==> src/rtl/pattern_gen_pkg.sv <==
package pattern_gen_pkg;
  localparam int unsigned REG_W = 32;
  localparam int unsigned TAP_W = $clog2(REG_W);

  typedef enum logic {
    MODE_PRBS = 1'b0,
    MODE_REP  = 1'b1
  } mode_e;

  typedef struct packed {
    mode_e            mode;
    logic             qrss;
    logic [TAP_W-1:0] tap_n;
    logic [TAP_W-1:0] tap_y;
  } cfg_t;

  localparam cfg_t CFG_RESET = '{mode: MODE_PRBS, qrss: 1'b0, tap_n: '0, tap_y: '0};
endpackage

==> src/rtl/load_edge_det.sv <==
module load_edge_det (
  input  logic clk_i,
  input  logic rst_ni,
  input  logic load_i,
  output logic evt_o
);
  logic load_q;

  always_ff @(posedge clk_i or negedge rst_ni) begin
    if (!rst_ni) load_q <= 1'b0;
    else         load_q <= load_i;
  end

  assign evt_o = load_i & ~load_q;


  no_retrigger_chk: assert property (@(posedge clk_i) disable iff (!rst_ni)
    evt_o |=> !evt_o);
endmodule

==> src/rtl/pattern_cfg_reg.sv <==
module pattern_cfg_reg
  import pattern_gen_pkg::*;
(
  input  logic clk_i,
  input  logic rst_ni,
  input  logic evt_i,
  input  cfg_t cfg_i,
  output cfg_t cfg_o
);
  cfg_t cfg_q;

  always_ff @(posedge clk_i or negedge rst_ni) begin
    if (!rst_ni)    cfg_q <= CFG_RESET;
    else if (evt_i) cfg_q <= cfg_i;
  end

  assign cfg_o = cfg_q;


  cfg_hold_chk: assert property (@(posedge clk_i) disable iff (!rst_ni)
    !evt_i |=> $stable(cfg_o));


  cfg_take_chk: assert property (@(posedge clk_i) disable iff (!rst_ni)
    evt_i |=> cfg_o == $past(cfg_i));
endmodule

==> src/rtl/pattern_feedback.sv <==
module pattern_feedback
  import pattern_gen_pkg::*;
#(
  parameter int unsigned W        = REG_W,
  parameter int unsigned QRSS_A   = 17,
  parameter int unsigned QRSS_B   = 20,
  parameter int unsigned ZERO_RUN = 14
) (
  input  logic [W-1:0] state_i,
  input  cfg_t         cfg_i,
  output logic         fb_o,
  output logic         bit_o
);
  logic tap_n_bit, tap_y_bit, raw_fb, lock_zero, run_zero, is_rep;

  assign tap_n_bit = state_i[cfg_i.tap_n];
  assign tap_y_bit = state_i[cfg_i.tap_y];
  assign is_rep    = (cfg_i.mode == MODE_REP);
  // bits 1..W-1 all zero
  assign lock_zero = ~|state_i[W-2:0];
  assign run_zero  = ~|state_i[ZERO_RUN-1:0];

  always_comb begin
    if (cfg_i.qrss) raw_fb = state_i[QRSS_A-1] ^ state_i[QRSS_B-1];
    else            raw_fb = tap_n_bit ^ tap_y_bit;

    if (is_rep) fb_o = tap_n_bit;
    else        fb_o = raw_fb | lock_zero;
  end

  assign bit_o = fb_o | (!is_rep && cfg_i.qrss && run_zero);
endmodule

==> src/rtl/pattern_shift.sv <==
module pattern_shift #(
  parameter int unsigned W = 32
) (
  input  logic         clk_i,
  input  logic         rst_ni,
  input  logic         evt_i,
  input  logic         en_i,
  input  logic [W-1:0] seed_i,
  input  logic         fb_i,
  output logic [W-1:0] state_o
);
  logic [W-1:0] state_q;

  always_ff @(posedge clk_i or negedge rst_ni) begin
    if (!rst_ni)    state_q <= '0;
    else if (evt_i) state_q <= seed_i;
    else if (en_i)  state_q <= {state_q[W-2:0], fb_i};
  end

  assign state_o = state_q;


  stall_hold_chk: assert property (@(posedge clk_i) disable iff (!rst_ni)
    (!en_i && !evt_i) |=> $stable(state_o));


  load_seed_chk: assert property (@(posedge clk_i) disable iff (!rst_ni)
    evt_i |=> state_o == $past(seed_i));


  shift_up_chk: assert property (@(posedge clk_i) disable iff (!rst_ni)
    (en_i && !evt_i) |=> state_o[W-1:1] == $past(state_o[W-2:0]));
endmodule

==> src/rtl/pattern_gen.sv <==
module pattern_gen
  import pattern_gen_pkg::*;
#(
  parameter int unsigned QRSS_A   = 17,
  parameter int unsigned QRSS_B   = 20,
  parameter int unsigned ZERO_RUN = 14
) (
  input  logic             clk_i,
  input  logic             rst_ni,
  input  logic             bit_en_i,
  input  logic [TAP_W-1:0] tap_n_i,
  input  logic [TAP_W-1:0] tap_y_i,
  input  logic             rep_mode_i,
  input  logic             qrss_en_i,
  input  logic [REG_W-1:0] seed_i,
  input  logic             load_i,
  output logic             bit_o
);
  logic             load_evt, fb;
  logic [REG_W-1:0] state;
  cfg_t             cfg_in, cfg;

  assign cfg_in = '{mode: mode_e'(rep_mode_i), qrss: qrss_en_i, tap_n: tap_n_i, tap_y: tap_y_i};

  load_edge_det u_edge (
    .clk_i (clk_i),
    .rst_ni(rst_ni),
    .load_i(load_i),
    .evt_o (load_evt)
  );

  pattern_cfg_reg u_cfg (
    .clk_i (clk_i),
    .rst_ni(rst_ni),
    .evt_i (load_evt),
    .cfg_i (cfg_in),
    .cfg_o (cfg)
  );

  pattern_shift #(.W(REG_W)) u_shift (
    .clk_i  (clk_i),
    .rst_ni (rst_ni),
    .evt_i  (load_evt),
    .en_i   (bit_en_i),
    .seed_i (seed_i),
    .fb_i   (fb),
    .state_o(state)
  );

  pattern_feedback #(
    .W(REG_W), .QRSS_A(QRSS_A), .QRSS_B(QRSS_B), .ZERO_RUN(ZERO_RUN)
  ) u_fb (
    .state_i(state),
    .cfg_i  (cfg),
    .fb_o   (fb),
    .bit_o  (bit_o)
  );


  lockup_escape_chk: assert property (@(posedge clk_i) disable iff (!rst_ni)
    (cfg.mode == MODE_PRBS && state[REG_W-2:0] == '0 && bit_en_i && !load_evt)
      |=> state[0]);


  zero_run_cap_chk: assert property (@(posedge clk_i) disable iff (!rst_ni)
    (cfg.mode == MODE_PRBS && cfg.qrss && state[ZERO_RUN-1:0] == '0) |-> bit_o);


  rep_zero_stays_chk: assert property (@(posedge clk_i) disable iff (!rst_ni)
    (cfg.mode == MODE_REP && state == '0 && !load_evt) |=> state == '0);


  out_enters_chk: assert property (@(posedge clk_i) disable iff (!rst_ni)
    (bit_en_i && !load_evt && !(cfg.qrss && cfg.mode == MODE_PRBS)) |=> state[0] == $past(bit_o));
endmodule

==> config.mk <==
export PLATFORM = sky130hd
export DESIGN_NAME = pattern_gen
export DESIGN_NICKNAME = d
export VERILOG_FILES = /design/src/rtl/pattern_gen_pkg.sv /design/src/rtl/load_edge_det.sv /design/src/rtl/pattern_cfg_reg.sv /design/src/rtl/pattern_feedback.sv /design/src/rtl/pattern_shift.sv /design/src/rtl/pattern_gen.sv
export SDC_FILE = /design/constraint.sdc
export NUM_CORES = 1
export LEC_CHECK = 0
export ABC_AREA = 1
export CAP_MARGIN = 40
export CORE_AREA = 2 2 69 103
export CTS_CLUSTER_DIAMETER = 40
export CTS_CLUSTER_SIZE = 14
export DETAILED_ROUTE_END_ITERATION = 8
export DIE_AREA = 0 0 71 105
export PLACE_DENSITY = 0.73
export SYNTH_ARGS = -nofsm -noshare
export SYNTH_HDL_FRONTEND = slang
export SYNTH_HIERARCHICAL = 1
export SYNTH_SLANG_ARGS = --single-unit
==> constraint.sdc <==
create_clock -name clk_i -period 4.86 [get_ports clk_i]
set_clock_uncertainty 0.05 [all_clocks]
set_input_delay 1.215 -clock clk_i [delete_from_list [all_inputs] [get_ports clk_i]]
set_output_delay 1.215 -clock clk_i [all_outputs]
set_load 0.02 [all_outputs]
# After elaboration in Yosys (flattened, before gate mapping)
# Index checks and enable logic that the tools add are counted.
classes:
  order_cmp: 2
  muxes: 8
  bitwise_logic: 6
  reduce_logical: 8
op_table:
  columns: ["cell", "n"]
  rows:
  - ["$mux 32", 2]
  - ["$reduce_or 31->1", 1]
  - ["$reduce_or 14->1", 1]
  - ["$lt 5x6->1 const B", 2]
  - ["$bmux 1 s5", 2]
  - ["$mux 1", 4]
  - ["$logic_not 1->1", 3]
  - ["$logic_and 1x1->1", 2]
  - ["$or 1x1->1", 2]
  - ["$reduce_bool 2->1", 1]
  - ["$xor 1x1->1", 2]
  - ["$and 1x1->1", 1]
  - ["$not 1->1", 1]
word_totals:
  reg_bits: 45
  inputBits: 48
  wordCells: 30

# Logic depth before layout (Yosys ltp)
# Gate-level depths: netlist of run 1.
depth:
  word_depth: 8
  mapped_depth: 18

# By module
# The synthesis of run 1 kept the hierarchy.
modules_own_cells:
  columns: ["mod", "n_inst", "cells_per_inst", "area_per_inst_um2"]
  rows:
  - ["pattern_shift", 1, 176, 1508.9]
  - ["pattern_feedback", 1, 191, 878.3]
  - ["pattern_cfg_reg", 1, 51, 457.9]
  - ["load_edge_det", 1, 3, 35.0]

# Least setup slack after synthesis of run 1
# Ideal clock, no wire load.
synth_timing:
  path_kind: "reg-to-output"
  from: "register u_cfg.cfg_q (netlist bit u_cfg/cfg_o[5])"
  to: "output bit_o"
  arrival_ns: 1.465
  t_required_ns: 3.595
  path_slack_ns: 2.130
  stages_incl_launch_ff: 16
  n_path_buf: 2
  cell_sequence: "dfrtp_1 buf_6 inv_6 buf_6 nand2_2 nand3_1 nand3_1 nand2_1 nand2_1 nand3_1 nand2_1 nand2_1 nand3_1 nand2_1 nand2_1 nand2_1"
synth_via:
  elab_chain_len: 7
synth_lines:
  columns: ["element", "line_no", "source"]
  rows:
  - ["from (decl)", "pattern_cfg_reg.sv:10", "cfg_t cfg_q;"]
  - ["from (signal assigned)", "pattern_cfg_reg.sv:14", "else if (evt_i) cfg_q <= cfg_i;"]
  - ["$bmux 1 s5 (*)", "pattern_feedback.sv:16", "assign tap_n_bit = state_i[cfg_i.tap_n];"]
  - ["$mux 1 (implied by the code) (*)", "pattern_feedback.sv:16", null]
  - ["$xor 1x1->1", "pattern_feedback.sv:25", "else raw_fb = tap_n_bit ^ tap_y_bit;"]
  - ["$mux 1", "pattern_feedback.sv:24", "if (cfg_i.qrss) raw_fb = state_i[QRSS_A-1] ^ state_i[QRSS_B-1];"]
  - ["$or 1x1->1", "pattern_feedback.sv:28", "else fb_o = raw_fb | lock_zero;"]
  - ["$mux 1 (*)", "pattern_feedback.sv:27", "if (is_rep) fb_o = tap_n_bit;"]
  - ["$or 1x1->1 (*)", "pattern_feedback.sv:31", "assign bit_o = fb_o | (!is_rep && cfg_i.qrss && run_zero);"]
  - ["to (decl)", "pattern_gen.sv:17", "output logic bit_o"]
# Mark *: on every way between the ends. The rest lies on a longest branch, timed or not. The select of a mux whose other input is x is not followed.

# Worst setup path after layout of run 1
# Same ends and word-level chain as after synthesis.

==> impl_metrics.xml, run 1 <==
<?xml version="1.0" encoding="UTF-8"?>
<metrics>
  <group name="run_status">
    <metric name="run_status" unit="">completed</metric>
  </group>
  <group name="floorplanning">
    <metric name="dieWidth" unit="um">71</metric>
    <metric name="floorplan.io_pins" unit="">49</metric>
    <metric name="die_area" unit="sq um">7460</metric>
    <metric name="coreArea" unit="sq um">6530</metric>
    <metric name="die-height" unit="um">105</metric>
    <metric name="floorplan.initialDensity" unit="%">44.1</metric>
    <metric name="core.rowCount" unit="">36</metric>
  </group>
  <group name="timing">
    <metric name="worst_slew_pin_slew" unit="ns">0.685</metric>
    <metric name="timing_limited_maximum_frequency" unit="MHz">246</metric>
    <metric name="hold_viol_final" unit="">0</metric>
    <metric name="timing.final.max_slew_violations" unit="">0</metric>
    <metric name="grt_setup_unrepaired" unit="">no</metric>
    <metric name="final.min_clock_period" unit="ns">4.06</metric>
    <metric name="layout_worst_path_cycle_share" unit="%">83.6</metric>
    <metric name="report.final.setup_viol" unit="">0</metric>
    <metric name="sum_of_negative_setup_slack" unit="ns">0</metric>
    <metric name="maxSlewHeadroom" unit="%">54.3</metric>
  </group>
  <group name="clock_network">
    <metric name="clk-insertion-delay-late" unit="ns">0.31</metric>
    <metric name="clk_pin_slew" unit="ns">0.09</metric>
    <metric name="tritoncts.num_buffers" unit="">5</metric>
    <metric name="cts_max_level" unit="">2</metric>
    <metric name="post-cts-setup-buffers" unit="">0</metric>
    <metric name="tritoncts" unit="">yes</metric>
    <metric name="ctsRootBufferMaster" unit="">sky130_fd_sc_hd__clkbuf_8</metric>
    <metric name="tritoncts_num_sinks" unit="">45</metric>
    <metric name="ctsHoldBuffers" unit="">0</metric>
    <metric name="cts_max_path_buffers" unit="">2</metric>
    <metric name="cts_resized" unit="">0</metric>
  </group>
  <group name="drt">
    <metric name="wire_per_inst" unit="um">14.2</metric>
    <metric name="first_iter_violations" unit="">238</metric>
    <metric name="final_antenna_net_count" unit="">0</metric>
    <metric name="drt-pass1-iter-count" unit="">4</metric>
    <metric name="route.detailed.vias_per_inst" unit="">5.48</metric>
    <metric name="totalWireLength" unit="um">7550</metric>
    <metric name="vias" unit="">2917</metric>
    <metric name="drc_violations" unit="">0</metric>
  </group>
  <group name="global_routing">
    <metric name="antenna_found_initial" unit="">0</metric>
    <metric name="grt-busiest-layer" unit="">met2</metric>
    <metric name="grt_start_max_net_pins" unit="">34</metric>
    <metric name="first_pass_grt_wire_length" unit="um">13100</metric>
    <metric name="globalRouteTotalUtil" unit="%">21.6</metric>
    <metric name="global_route.usage.met3" unit="%">3.86</metric>
    <metric name="groute.layer.met1.usage" unit="%">25.2</metric>
    <metric name="met2_usage" unit="%">37.3</metric>
    <metric name="overflow" unit="">0</metric>
    <metric name="number_of_global_route_vias_before_repair" unit="">2774</metric>
  </group>
  <group name="place">
    <metric name="place.detailed.hpwl" unit="um">5400</metric>
    <metric name="gp_routability_congestion" unit="">0.898</metric>
    <metric name="postPlaceCellArea" unit="sq um">3280</metric>
    <metric name="port-buffer-count" unit="">48</metric>
  </group>
  <group name="synth">
    <metric name="synthesized_instance_count" unit="">421</metric>
    <metric name="seq_cells_post_synth" unit="">45</metric>
    <metric name="mappedNetlistArea" unit="sq um">2880</metric>
    <metric name="ys_seq_area_share" unit="%">39.1</metric>
    <metric name="yosysWarningCount" unit="">6</metric>
    <metric name="synth_top_cells_by_area" unit="">sky130_fd_sc_hd__dfrtp_1, sky130_fd_sc_hd__nand2_1, sky130_fd_sc_hd__nand3_1, sky130_fd_sc_hd__buf_6, sky130_fd_sc_hd__buf_4</metric>
    <metric name="synth_top_area_share" unit="%">39.1</metric>
    <metric name="average_size_of_a_mapped_cell" unit="sq um">6.84</metric>
    <metric name="synthesis.nets" unit="">469</metric>
    <metric name="yosysTopAreaCell" unit="">sky130_fd_sc_hd__dfrtp_1</metric>
    <metric name="count_of_unique_library_cells_instantiated_by_yosys" unit="">21</metric>
  </group>
  <group name="run">
    <metric name="timing.max_cap.violations" unit="">0</metric>
  </group>
  <group name="cells_and_area">
    <metric name="num_antenna_cells" unit="">0</metric>
    <metric name="final_design_area_no_fill" unit="sq um">3370</metric>
    <metric name="area_delta_synth_final" unit="%">17.1</metric>
    <metric name="layout_commonest_cell" unit="">sky130_fd_sc_hd__nand2_1</metric>
    <metric name="nets" unit="">503</metric>
    <metric name="final_cell_mix" unit="">sky130_fd_sc_hd__nand2_1, sky130_fd_sc_hd__nand3_1, sky130_fd_sc_hd__clkdlybuf4s50_1, sky130_fd_sc_hd__dfrtp_1, sky130_fd_sc_hd__inv_1</metric>
    <metric name="final_layout_size_suffix_gt1_share" unit="%">5.70</metric>
  </group>
  <group name="setup_path">
    <metric name="cp-end-kind" unit="">primary output</metric>
    <metric name="reg2regPathDepth" unit="">16</metric>
    <metric name="crit_arrival" unit="ns">2.80</metric>
    <metric name="worst-endpoint-required" unit="ns">3.60</metric>
    <metric name="crit_start" unit="">u_cfg/cfg_o[5]$_DFFE_PN0P_</metric>
    <metric name="setup.reg_to_reg.worst_slack" unit="ns">2.59</metric>
    <metric name="critical_path.reg2reg.endpoint" unit="">u_shift/state_o[0]$_DFFE_PN0P_</metric>
    <metric name="critPathMaxFanout" unit="">18</metric>
    <metric name="worst_setup_path_start_kind" unit="">register</metric>
    <metric name="regToRegStartpoint" unit="">u_cfg/cfg_o[5]$_DFFE_PN0P_</metric>
    <metric name="endpoint" unit="">bit_o</metric>
    <metric name="worstSetupPathType" unit="">reg -&gt; out</metric>
  </group>
  <group name="pwr">
    <metric name="pwr_dens" unit="nW/um^2">313</metric>
    <metric name="leakage" unit="nW">1.61</metric>
    <metric name="max-vdd-ir-drop" unit="uV">153</metric>
  </group>
  <group name="min_path">
    <metric name="hold_path_class" unit="">reg -&gt; reg</metric>
  </group>
</metrics>
## through the flow
step	worst slack, ns	util, %	hold WS (ns)	std cells	total power [mW]
floorplan	2.13	-	0.387	421	0.718
global placement	1.20	49.8	0.440	523	0.807
CTS	0.819	51.6	0.472	532	1.06
finish	0.797	51.6	0.465	532	1.06
global route	0.558	51.6	0.492	532	1.13
detailed placement	1.19	50.2	0.449	524	0.820
## power breakdown
part / internal [mW] / switching, mW
clock: 0.101 / 0.139
combinational: 0.135 / 0.162
sequential: 0.426 / 0.0945
total: 0.661 / 0.395
## registers in the layout, summed over array words and instances, names as in the netlist
register and cells:
u_shift/state_o 32, u_cfg/cfg_o 12, u_edge/load_q 1
## Yosys cell counts
cell / instances
sky130_fd_sc_hd__a21oi_1: 1
sky130_fd_sc_hd__a31oi_1: 1
sky130_fd_sc_hd__and3_1: 1
sky130_fd_sc_hd__buf_2: 5
sky130_fd_sc_hd__buf_4: 6
sky130_fd_sc_hd__buf_6: 13
sky130_fd_sc_hd__dfrtp_1: 45
sky130_fd_sc_hd__inv_1: 11
sky130_fd_sc_hd__inv_2: 3
sky130_fd_sc_hd__inv_4: 1
sky130_fd_sc_hd__inv_6: 1
sky130_fd_sc_hd__nand2_1: 198
sky130_fd_sc_hd__nand2_2: 4
sky130_fd_sc_hd__nand3_1: 117
sky130_fd_sc_hd__nand3_2: 1
sky130_fd_sc_hd__nor2_1: 2
sky130_fd_sc_hd__nor2_2: 1
sky130_fd_sc_hd__nor2_8: 1
sky130_fd_sc_hd__nor3_1: 1
sky130_fd_sc_hd__nor4_1: 6
sky130_fd_sc_hd__or2_2: 2
## how the worst min path moves through the flow
| stage | start | slack (ns) | cells after the start | to |
|---|---|---|---|---|
| 2_1_floorplan | u_cfg/cfg_o[1]$_DFFE_PN0P_ | 0.39 | 2 | u_cfg/cfg_o[1]$_DFFE_PN0P_ |
| 4_1_cts | u_cfg/cfg_o[11]$_DFFE_PN0P_ | 0.47 | 2 | u_cfg/cfg_o[11]$_DFFE_PN0P_ |
| 6_report | u_cfg/cfg_o[11]$_DFFE_PN0P_ | 0.46 | 2 | u_cfg/cfg_o[11]$_DFFE_PN0P_ |
| 3_3_place_gp | u_cfg/cfg_o[10]$_DFFE_PN0P_ | 0.44 | 2 | u_cfg/cfg_o[10]$_DFFE_PN0P_ |
| 5_1_grt | u_cfg/cfg_o[11]$_DFFE_PN0P_ | 0.49 | 2 | u_cfg/cfg_o[11]$_DFFE_PN0P_ |
| 3_5_place_dp | u_cfg/cfg_o[11]$_DFFE_PN0P_ | 0.45 | 2 | u_cfg/cfg_o[11]$_DFFE_PN0P_ |
## final cells by class
type                    count  area [sq um]
clock buffers               5          68.8
clock inverters             3          22.5
fillers                   619          3160
inverters                  16          67.6
multi-input cells         336          1480
flip-flops and latches     45          1130
well taps                  76          95.1
repair buffers             51           518
## logic make-up (layout without fill, tap and decap cells)
family | Yosys count | count (layout) | synth area share (%)
buffers and inverters | 40 | 75 | 9.86
AO/OA/AOI/OAI | 2 | 2 | 0.391
AND/OR/NAND/NOR | 334 | 334 | 50.7
flip-flops | 45 | 45 | 39.1
## per-layer routing
metal	wire, um	vias to the layer above
met3	365	16
li1	-	1437
met2	3900	90
met4	240	0
met1	3040	1374
met5	0	-
## critical path, cell delays in order, from the launching register on
cell	delay, ns
sky130_fd_sc_hd__dfrtp_1	0.79
sky130_fd_sc_hd__inv_6	0.16
sky130_fd_sc_hd__nand2_1	0.10
sky130_fd_sc_hd__nand3_1	0.07
sky130_fd_sc_hd__nand3_1	0.11
sky130_fd_sc_hd__nand2_1	0.10
sky130_fd_sc_hd__nand2_1	0.09
sky130_fd_sc_hd__nand2_1	0.06
sky130_fd_sc_hd__nand2_1	0.05
sky130_fd_sc_hd__nand2_1	0.05
sky130_fd_sc_hd__nand2_1	0.06
sky130_fd_sc_hd__nand3_1	0.06
sky130_fd_sc_hd__nand2_1	0.05
sky130_fd_sc_hd__nand2_1	0.06
sky130_fd_sc_hd__nand2_1	0.06
sky130_fd_sc_hd__clkdlybuf4s50_1	0.60
Power figures use the tool's default switching activity.
==> run 2, diff against run 1 <==
Settings changed: PLACE_DENSITY 0.73 to 0.76.
Clock period 4.86 ns to 3.3 ns, I/O delays scaled along.
==> run 2 against run 1 <==
  * Die area did not move
  * Sequential cell count stayed put
  * Worst setup slack got worse by 0.42 ns
  * First-iteration DRC count rose by 13%
  * Global-route usage grew 1.4 points
  * Sequential power up 44%
  * Wire length grew 4.1%
  * Register-to-register slack got worse by 1.2 ns
  * Highest routed layer unchanged
  * Critical endpoint unchanged
==> impl_metrics.xml, run 2 (synthesized netlist as in run 1, its figures left out) <==
<?xml version="1.0" encoding="UTF-8"?>
<metrics>
  <group name="cells_and_area">
    <metric name="final_layout_size_suffix_gt1_share" unit="%">7.36</metric>
    <metric name="area_delta_synth_final" unit="%">19.3</metric>
    <metric name="layout_commonest_cell" unit="">sky130_fd_sc_hd__nand2_1</metric>
    <metric name="final_design_area_no_fill" unit="sq um">3440</metric>
    <metric name="nets" unit="">509</metric>
    <metric name="num_antenna_cells" unit="">0</metric>
    <metric name="largest_register_ff_count" unit="">32</metric>
    <metric name="final_cell_mix" unit="">sky130_fd_sc_hd__nand2_1, sky130_fd_sc_hd__nand3_1, sky130_fd_sc_hd__clkdlybuf4s50_1, sky130_fd_sc_hd__dfrtp_1, sky130_fd_sc_hd__inv_1</metric>
  </group>
  <group name="setup_path">
    <metric name="critPathMaxFanout" unit="">8</metric>
    <metric name="path_cells" unit="">inv_1, nand3_1, nand3_1, nand2_1, nand2_1, nand2_1, nand2_1, nand2_1, nand2_1, nand3_1, nand2_1, nand2_1, nand2_1, clkbuf_2</metric>
    <metric name="critical_path.most_common_cell" unit="">sky130_fd_sc_hd__nand2_1</metric>
    <metric name="worst_setup_path_start_kind" unit="">register</metric>
    <metric name="cp-end-kind" unit="">primary output</metric>
    <metric name="worst-endpoint-required" unit="ns">2.42</metric>
    <metric name="crit_slowest_cell" unit="">sky130_fd_sc_hd__dfrtp_1</metric>
    <metric name="crit_arrival" unit="ns">2.05</metric>
    <metric name="worstSetupPathType" unit="">reg -&gt; out</metric>
    <metric name="worst_path_largest_cell_delay" unit="ns">0.38</metric>
  </group>
  <group name="floorplanning">
    <metric name="die-height" unit="um">105</metric>
    <metric name="core.rowCount" unit="">36</metric>
    <metric name="die_area" unit="sq um">7460</metric>
    <metric name="floorplan.io_pins" unit="">49</metric>
    <metric name="coreArea" unit="sq um">6530</metric>
    <metric name="floorplan.initialDensity" unit="%">44.1</metric>
    <metric name="dieWidth" unit="um">71</metric>
  </group>
  <group name="place">
    <metric name="gp_routability_congestion" unit="">0.986</metric>
    <metric name="place_ws" unit="ns">0.218</metric>
    <metric name="place.detailed.hpwl" unit="um">5730</metric>
    <metric name="port-buffer-count" unit="">48</metric>
    <metric name="postPlaceCellArea" unit="sq um">3320</metric>
  </group>
  <group name="drt">
    <metric name="final_antenna_net_count" unit="">0</metric>
    <metric name="route.detailed.vias_per_inst" unit="">5.44</metric>
    <metric name="vias" unit="">2929</metric>
    <metric name="first_iter_violations" unit="">269</metric>
    <metric name="drt-pass1-iter-count" unit="">5</metric>
    <metric name="drc_violations" unit="">0</metric>
    <metric name="totalWireLength" unit="um">7870</metric>
    <metric name="wire_per_inst" unit="um">14.6</metric>
  </group>
  <group name="timing">
    <metric name="final.setup.worst_slack" unit="ns">0.377</metric>
    <metric name="hold_ws" unit="ns">0.409</metric>
    <metric name="maxSlewHeadroom" unit="%">53.0</metric>
    <metric name="layout_worst_path_cycle_share" unit="%">88.6</metric>
    <metric name="sum_of_negative_setup_slack" unit="ns">0</metric>
    <metric name="timing.final.max_slew_violations" unit="">0</metric>
    <metric name="timing_limited_maximum_frequency" unit="MHz">342</metric>
    <metric name="hold_viol_final" unit="">0</metric>
    <metric name="worst_slew_pin_slew" unit="ns">0.702</metric>
    <metric name="final.min_clock_period" unit="ns">2.92</metric>
    <metric name="report.final.setup_viol" unit="">0</metric>
    <metric name="grt_setup_unrepaired" unit="">no</metric>
  </group>
  <group name="run">
    <metric name="timing.max_cap.violations" unit="">0</metric>
  </group>
  <group name="clock_network">
    <metric name="cts_max_level" unit="">2</metric>
    <metric name="cts_max_path_buffers" unit="">2</metric>
    <metric name="ctsRootBufferMaster" unit="">sky130_fd_sc_hd__clkbuf_8</metric>
    <metric name="clk-insertion-delay-late" unit="ns">0.31</metric>
    <metric name="clk_pin_slew" unit="ns">0.10</metric>
    <metric name="tritoncts.num_buffers" unit="">5</metric>
    <metric name="post-cts-setup-buffers" unit="">0</metric>
    <metric name="tritoncts_num_sinks" unit="">45</metric>
    <metric name="tritoncts" unit="">yes</metric>
  </group>
  <group name="global_routing">
    <metric name="first_pass_grt_wire_length" unit="um">13900</metric>
    <metric name="globalRouteTotalUtil" unit="%">23.0</metric>
    <metric name="number_of_global_route_vias_before_repair" unit="">2970</metric>
    <metric name="grt_start_max_net_pins" unit="">33</metric>
    <metric name="overflow" unit="">0</metric>
    <metric name="antenna_found_initial" unit="">0</metric>
  </group>
  <group name="pwr">
    <metric name="max-vdd-ir-drop" unit="uV">259</metric>
    <metric name="leakage" unit="nW">1.66</metric>
    <metric name="pwr_dens" unit="nW/um^2">484</metric>
  </group>
  <group name="min_path">
    <metric name="hold_path_class" unit="">in -&gt; async</metric>
  </group>
  <group name="run_status">
    <metric name="run_status" unit="">completed</metric>
  </group>
</metrics>
run 2: cell count changes in the layout (fill, tap and decap cells not counted):
cell,change
sky130_fd_sc_hd__buf_4,+6
sky130_fd_sc_hd__dfrtp_2,+1
sky130_fd_sc_hd__dfrtp_1,-1
sky130_fd_sc_hd__buf_12,+1
sky130_fd_sc_hd__clkinvlp_4,-2
sky130_fd_sc_hd__clkdlybuf4s50_1,-1
sky130_fd_sc_hd__bufinv_16,+1
sky130_fd_sc_hd__clkbuf_2,+1
sky130_fd_sc_hd__buf_16,-1
sky130_fd_sc_hd__clkbuf_8,+1
run 2: metal layers:
layer,routed length [um],vias up,track usage [%],part of all wire (%)
met5,0,-,0,0
met4,356,0,11.3,4.5
met3,376,27,3.47,4.8
met2,4010,93,39.6,51
met1,3130,1362,27.3,40
li1,-,1447,-,-
run 2: per-stage QoR:
stage	power [mW]	instances	util [%]
final	1.66	538	52.6
after detailed placement	1.22	530	50.8
after CTS	1.67	538	52.7
after floorplan	1.06	421	-
after global placement	1.21	529	50.5
after global routing	1.77	538	52.6
run 2: what timing repair did:
| action | CTS | global route |
|---|---|---|
| hold buffers | 0 | 0 |
| hold endpoints to repair | 0 | 0 |
| resized for setup | 2 | 2 |
| cloned | 0 | 0 |
| endpoints found under the setup margin | 1 | 1 |
run 2: path summary, 6_finish.rpt:
kind / startpoint / endpoint / slack [ns] / cells past startpoint
min: rst_ni / u_shift/state_o[1]$_DFFE_PN0P_ / 0.41 / 1
min reg2reg: u_cfg/cfg_o[11]$_DFFE_PN0P_ / u_cfg/cfg_o[11]$_DFFE_PN0P_ / 0.47 / 2
max reg2reg: u_cfg/cfg_o[0]$_DFFE_PN0P_ / u_shift/state_o[0]$_DFFE_PN0P_ / 1.34 / 16
max: u_cfg/cfg_o[1]$_DFFE_PN0P_ / bit_o / 0.38 / 14
max in group asynchronous: rst_ni / u_cfg/cfg_o[0]$_DFFE_PN0P_ / 2.26 / 2
min in group clk_i: u_cfg/cfg_o[11]$_DFFE_PN0P_ / u_cfg/cfg_o[11]$_DFFE_PN0P_ / 0.47 / 2
run 2: layout make-up:
type | count | area (sq um)
fill | 643 | 3100
sequential | 45 | 1130
inverter | 16 | 67.6
timing repair buffer | 57 | 551
clock inverter | 2 | 37.5
multi-input combinational | 336 | 1480
clock buffer | 6 | 82.6
tap | 76 | 95.1
run 2: report_power, final:
group	leakage, nW	switching (mW)	total (mW)	internal [mW]
Sequential	0.559	0.120	0.748	0.628
Combinational	1.04	0.263	0.466	0.203
Clock	0.0574	0.203	0.449	0.247
run 2: critical path: cells and delay by family (launching register included):
family | cells | cell delay, ns
buf+inv | 2 | 0.44
flops | 1 | 0.38
simple gates | 12 | 0.92
==> run 3, diff against run 2 <==
Settings changed: PLACE_DENSITY 0.76 to 0.66.
Clock period 3.3 ns to 3 ns, I/O delays scaled along.
==> run 3 against run 2 <==
  * Global-route usage fell by 1.1 points
  * Worst setup slack got worse by 0.15 ns
  * Sequential power is 10% higher
  * Wire length up 0.25%
  * Register-to-register slack got worse by 0.19 ns
  * Non-clock buffer count rose by 1
  * Sequential cell count unchanged
  * Power rose by 11%
  * Combinational power up 13%
  * Via count down 1.7%
  * Cell count increased by 0.19%
  * Clock power increased by 9.1%
  * Largest cell class unchanged
==> impl_metrics.xml, run 3 (synthesized netlist as in run 1, its figures left out) <==
<?xml version="1.0" encoding="UTF-8"?>
<metrics>
  <group name="cells_and_area">
    <metric name="num_antenna_cells" unit="">0</metric>
    <metric name="nets" unit="">510</metric>
    <metric name="area_delta_synth_final" unit="%">21.2</metric>
    <metric name="layout_commonest_cell" unit="">sky130_fd_sc_hd__nand2_1</metric>
    <metric name="final_layout_size_suffix_gt1_share" unit="%">7.99</metric>
    <metric name="final-instance-count-excl-fill" unit="">539</metric>
    <metric name="largest_register_ff_count" unit="">32</metric>
    <metric name="final_cell_mix" unit="">sky130_fd_sc_hd__nand2_1, sky130_fd_sc_hd__nand3_1, sky130_fd_sc_hd__clkdlybuf4s50_1, sky130_fd_sc_hd__dfrtp_1, sky130_fd_sc_hd__inv_1</metric>
  </group>
  <group name="floorplanning">
    <metric name="coreArea" unit="sq um">6530</metric>
    <metric name="floorplan.io_pins" unit="">49</metric>
    <metric name="die_area" unit="sq um">7460</metric>
    <metric name="dieWidth" unit="um">71</metric>
    <metric name="die-height" unit="um">105</metric>
    <metric name="core.rowCount" unit="">36</metric>
    <metric name="floorplan.initialDensity" unit="%">44.1</metric>
  </group>
  <group name="global_routing">
    <metric name="first_pass_grt_wire_length" unit="um">13200</metric>
    <metric name="overflow" unit="">0</metric>
    <metric name="antenna_found_initial" unit="">0</metric>
    <metric name="globalRouteTotalUtil" unit="%">21.9</metric>
    <metric name="number_of_global_route_vias_before_repair" unit="">2786</metric>
    <metric name="grt_start_max_net_pins" unit="">42</metric>
  </group>
  <group name="pwr">
    <metric name="pwr_dens" unit="nW/um^2">528</metric>
    <metric name="power_total" unit="mW">1.84</metric>
    <metric name="net-switching-power" unit="uW">644</metric>
    <metric name="internal_power" unit="mW">1.20</metric>
    <metric name="comb_power_share" unit="%">28.6</metric>
    <metric name="max-vdd-ir-drop" unit="uV">256</metric>
    <metric name="clock_power_share" unit="%">26.6</metric>
    <metric name="sequential_power_share" unit="%">44.8</metric>
    <metric name="swShare" unit="%">35.0</metric>
    <metric name="leakage" unit="nW">1.68</metric>
  </group>
  <group name="timing">
    <metric name="timing.final.max_slew_violations" unit="">0</metric>
    <metric name="final.setup.worst_slack" unit="ns">0.223</metric>
    <metric name="grt_setup_unrepaired" unit="">no</metric>
    <metric name="final.min_clock_period" unit="ns">2.78</metric>
    <metric name="sum_of_negative_setup_slack" unit="ns">0</metric>
    <metric name="timing_limited_maximum_frequency" unit="MHz">360</metric>
    <metric name="layout_worst_path_cycle_share" unit="%">92.6</metric>
    <metric name="report.final.setup_viol" unit="">0</metric>
    <metric name="maxSlewHeadroom" unit="%">62.9</metric>
    <metric name="worst_slew_pin_slew" unit="ns">0.556</metric>
    <metric name="hold_viol_final" unit="">0</metric>
    <metric name="hold_ws" unit="ns">0.376</metric>
  </group>
  <group name="run_status">
    <metric name="run_status" unit="">completed</metric>
  </group>
  <group name="setup_path">
    <metric name="critical_path.reg2reg.endpoint" unit="">u_shift/state_o[0]$_DFFE_PN0P_</metric>
    <metric name="worst-endpoint-required" unit="ns">2.20</metric>
    <metric name="worst_setup_path_start_kind" unit="">register</metric>
    <metric name="reg2regPathDepth" unit="">16</metric>
    <metric name="cp-end-kind" unit="">primary output</metric>
    <metric name="crit_arrival" unit="ns">1.98</metric>
    <metric name="setup.reg_to_reg.worst_slack" unit="ns">1.15</metric>
    <metric name="critPathMaxFanout" unit="">16</metric>
    <metric name="worstSetupPathType" unit="">reg -&gt; out</metric>
    <metric name="regToRegStartpoint" unit="">u_cfg/cfg_o[0]$_DFFE_PN0P_</metric>
  </group>
  <group name="drt">
    <metric name="drc_violations" unit="">0</metric>
    <metric name="first_iter_violations" unit="">176</metric>
    <metric name="final_antenna_net_count" unit="">0</metric>
    <metric name="totalWireLength" unit="um">7890</metric>
    <metric name="vias" unit="">2878</metric>
    <metric name="drt-pass1-iter-count" unit="">5</metric>
    <metric name="wire_per_inst" unit="um">14.6</metric>
    <metric name="route.detailed.vias_per_inst" unit="">5.34</metric>
  </group>
  <group name="run">
    <metric name="timing.max_cap.violations" unit="">0</metric>
  </group>
  <group name="clock_network">
    <metric name="ctsRootBufferMaster" unit="">sky130_fd_sc_hd__clkbuf_8</metric>
    <metric name="ctsHoldBuffers" unit="">0</metric>
    <metric name="clk_pin_slew" unit="ns">0.09</metric>
    <metric name="tritoncts_num_sinks" unit="">45</metric>
    <metric name="tritoncts" unit="">yes</metric>
    <metric name="tritoncts.num_buffers" unit="">5</metric>
    <metric name="clk-insertion-delay-late" unit="ns">0.30</metric>
    <metric name="cts_max_path_buffers" unit="">2</metric>
    <metric name="cts_max_level" unit="">2</metric>
  </group>
  <group name="min_path">
    <metric name="hold_path_class" unit="">in -&gt; async</metric>
  </group>
  <group name="place">
    <metric name="place.detailed.hpwl" unit="um">5710</metric>
    <metric name="placed_cells" unit="">530</metric>
    <metric name="gp_routability_congestion" unit="">0.974</metric>
    <metric name="place_ws" unit="ns">0.0560</metric>
    <metric name="port-buffer-count" unit="">48</metric>
  </group>
</metrics>
[run 3: worst max path at each step]
stage	from	endpoint	slack, ns	depth (start not counted)
global placement	u_cfg/cfg_o[5]$_DFFE_PN0P_	bit_o	0.08	14
CTS	u_cfg/cfg_o[0]$_DFFE_PN0P_	bit_o	0.04	15
finish	u_cfg/cfg_o[0]$_DFFE_PN0P_	bit_o	0.22	15
detailed placement	u_cfg/cfg_o[5]$_DFFE_PN0P_	bit_o	0.06	14
floorplan	u_cfg/cfg_o[5]$_DFFE_PN0P_	bit_o	0.73	15
global route	u_cfg/cfg_o[0]$_DFFE_PN0P_	bit_o	0.08	15
[run 3: metrics by stage]
step,area [sq um],util (%)
after floorplan,2880,-
after global placement,3340,51.1
after detailed placement,3360,51.5
after CTS,3480,53.4
after global routing,3490,53.5
final,3490,53.5
[run 3: area by class of cell]
type / instances / area [sq um]
Timing Repair Buffer: 58 / 603
Sequential cell: 45 / 1130
Inverter: 16 / 70.1
Clock inverter: 2 / 37.5
Tap cell: 76 / 95.1
Fill cell: 676 / 3040
Clock buffer: 6 / 82.6
Multi-Input combinational cell: 336 / 1480
[run 3: critical path: stages, from the launching register on]
cell	delay [ns]
sky130_fd_sc_hd__dfrtp_2	0.46
sky130_fd_sc_hd__buf_12	0.16
sky130_fd_sc_hd__nand2_1	0.06
sky130_fd_sc_hd__nand3_1	0.08
sky130_fd_sc_hd__nand3_1	0.09
sky130_fd_sc_hd__nand2_1	0.10
sky130_fd_sc_hd__nand2_1	0.10
sky130_fd_sc_hd__nand2_1	0.06
sky130_fd_sc_hd__nand2_1	0.06
sky130_fd_sc_hd__nand2_1	0.05
sky130_fd_sc_hd__nand2_1	0.05
sky130_fd_sc_hd__nand3_1	0.06
sky130_fd_sc_hd__nand2_1	0.06
sky130_fd_sc_hd__nand2_1	0.07
sky130_fd_sc_hd__nand2_1	0.06
sky130_fd_sc_hd__clkbuf_2	0.16
[run 3: layer usage]
| metal | global-route usage, % | vias up | routed length, um |
|---|---|---|---|
| met2 | 38.1 | 92 | 4080 |
| met4 | 7.95 | 0 | 159 |
| li1 | - | 1448 | - |
| met5 | 0 | - | 0 |
| met3 | 3.28 | 11 | 415 |
| met1 | 26.9 | 1327 | 3230 |
[run 3: power by group through the flow]
stage          registers [mW]  clock network [mW]  logic [mW]
3_5_place_dp            0.837                   0       0.526
5_1_grt                 0.840               0.525       0.596
3_3_place_gp            0.836                   0       0.512
6_report                0.826               0.490       0.528
2_1_floorplan           0.780                   0       0.383
4_1_cts                 0.826               0.501       0.525
[run 3: timing repair]
action | in CTS | in global routing
setup endpoints to repair | 1 | 1
buffers inserted | 0 | 1
pin swaps | 0 | 0
gates resized for setup | 2 | 5
